--- src/rtl/bidir_shift_pkg.sv ---
package bidir_shift_pkg;

  typedef enum logic [1:0] {
    MODE_KEEP = 2'b00,
    MODE_DOWN = 2'b01,
    MODE_UP   = 2'b10,
    MODE_LOAD = 2'b11
  } shiftMode_e;

  // One strobe per action; exactly one is active in each cycle.
  typedef struct packed {
    logic keep;
    logic moveDown;
    logic moveUp;
    logic takePar;
  } stepCmd_t;

endpackage

--- src/rtl/bidir_shift_ctrl.sv ---
module bidir_shift_ctrl
  import bidir_shift_pkg::*;
(
  input  logic       clk,
  input  logic       clrN,
  input  logic [1:0] mode,
  output stepCmd_t   cmd
);

  shiftMode_e modeSel;

  assign modeSel = shiftMode_e'(mode);

  always_comb begin
    cmd = '0;
    unique case (modeSel)
      MODE_KEEP: cmd.keep     = 1'b1;
      MODE_DOWN: cmd.moveDown = 1'b1;
      MODE_UP:   cmd.moveUp   = 1'b1;
      MODE_LOAD: cmd.takePar  = 1'b1;
      default:   cmd.keep     = 1'b1;
    endcase
  end


  one_strobe_chk: assert property (@(posedge clk) disable iff (!clrN)
    $countones({cmd.keep, cmd.moveDown, cmd.moveUp, cmd.takePar}) == 1);

endmodule

--- src/rtl/bidir_shift_dp.sv ---
module bidir_shift_dp
  import bidir_shift_pkg::*;
#(
  parameter int WIDTH = 4
) (
  input  logic             clk,
  input  logic             clrN,
  input  stepCmd_t         cmd,
  input  logic             serInDown,
  input  logic             serInUp,
  input  logic [WIDTH-1:0] parIn,
  output logic [WIDTH-1:0] stored
);

  localparam int MSB = WIDTH - 1;

  logic [WIDTH-1:0] nextWord;

  // Each bit slice picks its source from the pre-edge word only.
  for (genvar i = 0; i < WIDTH; i++) begin : g_bit
    logic fromHigh;
    logic fromLow;
    if (i == MSB) begin : g_top
      assign fromHigh = serInDown;
    end else begin : g_midHigh
      assign fromHigh = stored[i+1];
    end
    if (i == 0) begin : g_bottom
      assign fromLow = serInUp;
    end else begin : g_midLow
      assign fromLow = stored[i-1];
    end
    assign nextWord[i] = cmd.takePar  ? parIn[i] :
                         cmd.moveDown ? fromHigh :
                         cmd.moveUp   ? fromLow  :
                                        stored[i];
  end

  always_ff @(posedge clk or negedge clrN) begin
    if (!clrN) stored <= '0;
    else       stored <= nextWord;
  end


  keep_stable_chk: assert property (@(posedge clk) disable iff (!clrN)
    cmd.keep |=> $stable(stored));


  down_shift_chk: assert property (@(posedge clk) disable iff (!clrN)
    cmd.moveDown |=> stored == {$past(serInDown), $past(stored[MSB:1])});


  up_shift_chk: assert property (@(posedge clk) disable iff (!clrN)
    cmd.moveUp |=> stored == {$past(stored[MSB-1:0]), $past(serInUp)});


  par_load_chk: assert property (@(posedge clk) disable iff (!clrN)
    cmd.takePar |=> stored == $past(parIn));


  clear_wins_chk: assert property (@(posedge clk)
    !clrN |-> stored == '0);

endmodule

--- src/rtl/bidir_shift_reg.sv ---
module bidir_shift_reg
  import bidir_shift_pkg::*;
#(
  parameter int WIDTH = 4
) (
  input  logic             clk,
  input  logic             clrN,
  input  logic [1:0]       mode,
  input  logic             serInDown,
  input  logic             serInUp,
  input  logic [WIDTH-1:0] parIn,
  output logic [WIDTH-1:0] parOut
);

  stepCmd_t stepCmd;

  bidir_shift_ctrl u_ctrl (
    .clk  (clk),
    .clrN (clrN),
    .mode (mode),
    .cmd  (stepCmd)
  );

  bidir_shift_dp #(.WIDTH(WIDTH)) u_dp (
    .clk       (clk),
    .clrN      (clrN),
    .cmd       (stepCmd),
    .serInDown (serInDown),
    .serInUp   (serInUp),
    .parIn     (parIn),
    .stored    (parOut)
  );

endmodule

--- config.mk ---
export PLATFORM = sky130hd
export DESIGN_NAME = bidir_shift_reg
export DESIGN_NICKNAME = d
export VERILOG_FILES = /design/src/rtl/bidir_shift_pkg.sv /design/src/rtl/bidir_shift_ctrl.sv /design/src/rtl/bidir_shift_dp.sv /design/src/rtl/bidir_shift_reg.sv
export SDC_FILE = /design/constraint.sdc
export NUM_CORES = 1
export LEC_CHECK = 0
export ABC_AREA = 1
export BUFFER_PORTS_ARGS = -buffer_cell sky130_fd_sc_hd__buf_2
export CAP_MARGIN = 10
export CORE_AREA = 2 2 39 41
export CTS_CLUSTER_SIZE = 40
export DETAILED_ROUTE_END_ITERATION = 10
export DIE_AREA = 0 0 41 43
export SYNTH_ARGS = -nofsm -noshare
export SYNTH_HDL_FRONTEND = slang
export SYNTH_HIERARCHICAL = 1
export SYNTH_SLANG_ARGS = --single-unit
export TNS_END_PERCENT = 100
--- constraint.sdc ---
create_clock -name clk -period 0.8 [get_ports clk]
set_clock_uncertainty 0.1 [all_clocks]
set_input_delay 0 -clock clk [delete_from_list [all_inputs] [get_ports clk]]
set_output_delay 0 -clock clk [all_outputs]
set_load 0.05 [all_outputs]
Yosys cells after proc, flatten, opt, wreduce, memory -nomap -nowiden --
Index checks and enable logic that the tools add are counted.
Word-level totals: word-level logic and storage cells 20, register bits after elaboration 4, input bits 10, output and inout bits 4
Cells by class: reductions and logical operators 1, muxes and demuxes 15, equal/unequal tests 3
Operator list (count):
- $mux W1 | 15
- $eq A2 B2 Y1 const B | 2
- $reduce_bool A3 Y1 | 1
- $eq A2 B1 Y1 const B | 1

Depth between registers and ports, before layout --
depth after elaboration 5, gate-level depth with buffers 7, depth with buffers taken out 7

Hierarchy --
Netlist, hierarchy kept.
By module, submodules not included:
- bidir_shift_dp | cells an instance 37, sequential area each 100.1 um^2, times used 1, area an instance 249.0 um^2
- bidir_shift_ctrl | cells an instance 7, sequential area each 0.0 um^2, times used 1, area an instance 26.3 um^2

Worst setup path before layout --
OpenSTA, ideal clock, no wires.
kind register -> register, start point reg u_dp.stored[2], end point reg u_dp.stored[1], cell stages (with the launch flop) 5, buffers on the path 0, required time 634 ps, arrival 923 ps, slack -289 ps, clock period less this slack 1089 ps, cells stage by stage dfrtp_1 -> nand2_1 -> nand3_1 -> nand3_1 -> nand2_1
Between the ends: cells in the longest elaborated chain, start to end 2
Ends and longest elaborated chain:
- start: declaration | RTL line bidir_shift_dp.sv:12 | output logic [WIDTH-1:0] stored
- start signal: assignment | RTL line bidir_shift_dp.sv:41 | else stored <= nextWord;
- $mux W1 | RTL line bidir_shift_dp.sv:34 | cmd.moveDown ? fromHigh :
- $mux W1 | RTL line bidir_shift_dp.sv:33 | assign nextWord[i] = cmd.takePar ? parIn[i] :
No other way between the ends. A chain may end at the register's enable or synchronous reset.

Worst setup path in the final report --
start point reg u_dp.stored[0], end point out parOut[0]
RTL lines:
- end: declaration | RTL line bidir_shift_reg.sv:12 | output logic [WIDTH-1:0] parOut
No word-level cell between the ends.

==> results.py <==
metrics = {
    "flow_run": {
        "cap_viol_max_count": 0,
    },
    "cts": {
        "root_buffer": "clkbuf_4",
        "htreeDepth": 1,
        "cts_tree": "built",
        "clock_sinks": 4,
        "cts_buffers": 3,
        "path_clk_slew_ns": 0.04,
        "cts_buffer_depth": 2,
        "insertion_delay_ns": 0.23,
    },
    "power_and_ir_drop": {
        "leakage_nw": 0.266,
        "cellPowerDensity_nw_per_um2": 2040,
        "power_switching_mw": 0.385,
        "max-vdd-ir-drop_mv": 0.795,
        "sw_frac_of_total_pct": 37.9,
        "clkPwrFrac_pct": 23.6,
        "p_int_mw": 0.632,
        "seqPwrFrac_pct": 28.7,
        "power_mw": 1.02,
        "p_comb_share_pct": 47.7,
    },
    "drt": {
        "wl_met3_um": 43,
        "wl_met1_um": 286,
        "dr.pass1.iters": 2,
        "drc_errors": 0,
        "top_layer": "met3",
        "first_iter_violations": 3,
        "wl_per_cell_um": 8.69,
        "viasPerCell": 4.13,
        "via_count": 330,
        "ant_nets": 0,
        "totalWireLength_um": 695,
        "dr_wl_met2_um": 366,
    },
    "placed_design": {
        "dp_cells": 75,
        "port_buffers": 13,
        "place_area_um2": 384,
        "pre_cts_slack_ns": -0.120,
        "place_congestion": 0.650,
        "hpwl_um": 538,
    },
    "cells_and_area": {
        "final_cells": 80,
        "area_growth_pct": 83.4,
        "drive_gt1_share_pct": 57.8,
        "top_register": "u_dp/stored",
        "fillers": 168,
        "diodes": 0,
        "fin_util_pct": 36.0,
        "fin_nets": 76,
        "largest_reg_flops": 4,
        "top_regs": "u_dp/stored (4)",
        "fin_area_um2": 498,
    },
    "logic_synthesis": {
        "syn_area_um2": 272,
        "synthCells": 43,
        "avgSynthCellArea_um2": 6.31,
        "syn_nets": 53,
        "yosysWarningCount": 6,
    },
    "sta": {
        "setup_viol": 8,
        "post-route-period-util_pct": 124,
        "finalHoldViolations": 4,
        "setup_slack_ns": -0.190,
        "rsz0062_at_grt": "true",
        "slew_viol_final": 0,
        "worstMarginPinSlew_ns": 0.158,
        "fin_crit_ns": 0.990,
        "hold_slack_ns": -0.00405,
        "slew_headroom_pct": 89.5,
        "max_freq_mhz": 1010,
    },
    "grt": {
        "grt-ovfl-total": 0,
        "grt_antenna_before_repair": 0,
        "grt_max_degree": 10,
        "grt_pass1_vias": 299,
        "grt_pass1_wl_um": 1120,
        "track_usage_pct": 9.57,
    },
    "floorplanning": {
        "die_h_um": 43,
        "core_um2": 1380,
        "die_w_um": 41,
        "rows": 14,
        "die_area_um2": 1760,
        "initial_core_util_pct": 19.6,
        "ios": 14,
    },
    "critical_path": {
        "startpoint_type": "register",
        "crit_required_ns": 0.70,
        "critical_path_class": "register to output port",
        "r2r_start": "u_dp/stored[0]$_DFFE_PN0P_",
        "critPathMaxFanout": 2,
        "r2r_setup_slack_ns": -0.18,
        "worstPathArrival_ns": 0.89,
        "ff2ff_path_depth": 5,
        "r2r-end": "u_dp/stored[1]$_DFFE_PN0P_",
        "critPathCaptureType": "output port",
    },
    "outcome": {
        "violations": "negative hold slack, negative setup slack",
        "outcome": "finished with violations",
    },
    "hold_path": {
        "hold_class": "input port to asynchronous set/reset pin",
    },
}
-- per-layer routing --
metal / global-route usage, % / up-vias
li1: - / 176
met1: 11.0 / 146
met2: 13.4 / 8
met3: 4.71 / 0
met4: 6.00 / 0
met5: 0 / -
-- worst max-delay path, cell delays in order, from the launching register on --
cell,delay (ns)
dfrtp_2,0.40
buf_6,0.12
buf_8,0.14
-- cell type report --
class	instances	area, um^2	share of cell area [%]
multi-input cells	33	179	35.9
well taps	16	20.0	4.02
repair buffers	18	149	29.9
clock buffers	3	22.5	4.52
inverters	6	22.5	4.52
flip-flops and latches	4	105	21.1
-- power by group through the flow --
| stage | Clock [mW] | Sequential, mW | Combinational (mW) |
|---|---|---|---|
| after floorplan | 0 | 0.421 | 0.100 |
| after global placement | 0 | 0.285 | 0.355 |
| after detailed placement | 0 | 0.285 | 0.359 |
| after CTS | 0.256 | 0.288 | 0.458 |
| after global routing | 0.286 | 0.299 | 0.521 |
| final | 0.240 | 0.291 | 0.485 |
-- worst max-delay path by stage --
stage	start	to	slack [ns]	cells past startpoint
floorplan	u_dp/stored[1]$_DFFE_PN0P_	u_dp/stored[0]$_DFFE_PN0P_	-0.18	4
finish	u_dp/stored[0]$_DFFE_PN0P_	parOut[0]	-0.19	2
global route	u_dp/stored[3]$_DFFE_PN0P_	parOut[3]	-0.23	2
CTS	u_dp/stored[0]$_DFFE_PN0P_	u_dp/stored[1]$_DFFE_PN0P_	-0.20	5
detailed placement	mode[0]	u_dp/stored[2]$_DFFE_PN0P_	-0.12	8
global placement	mode[0]	u_dp/stored[3]$_DFFE_PN0P_	-0.13	8
-- through the flow --
stage | hold slack, ns | TNS [ns]
6_report | -0.00405 | -1.06
5_1_grt | 0.00413 | -1.41
4_1_cts | -0.00889 | -1.13
3_5_place_dp | -0.289 | -0.496
3_3_place_gp | -0.294 | -0.516
2_1_floorplan | -0.396 | -0.707
-- layout by cell type, fill, tap and decap left out, types with 2 or more instances in the layout --
master and instances:
nand2_1 13, buf_2 9, buf_6 5, nand2_2 5
nand3_2 4, or2_1 4, nand3_1 4, dfrtp_2 4
clkbuf_4 3, inv_1 3, inv_2 3, buf_8 2
nor2_1 2
-- repair_timing --
action | CTS | global route
setup buffers | 1 | 0
setup endpoints to repair | 8 | 8
pin swaps | 1 | 6
hold endpoints to repair | 6 | 0
resized for setup | 12 | 9
hold buffers | 1 | 0
Note: power is estimated with default switching activity, not from simulation.
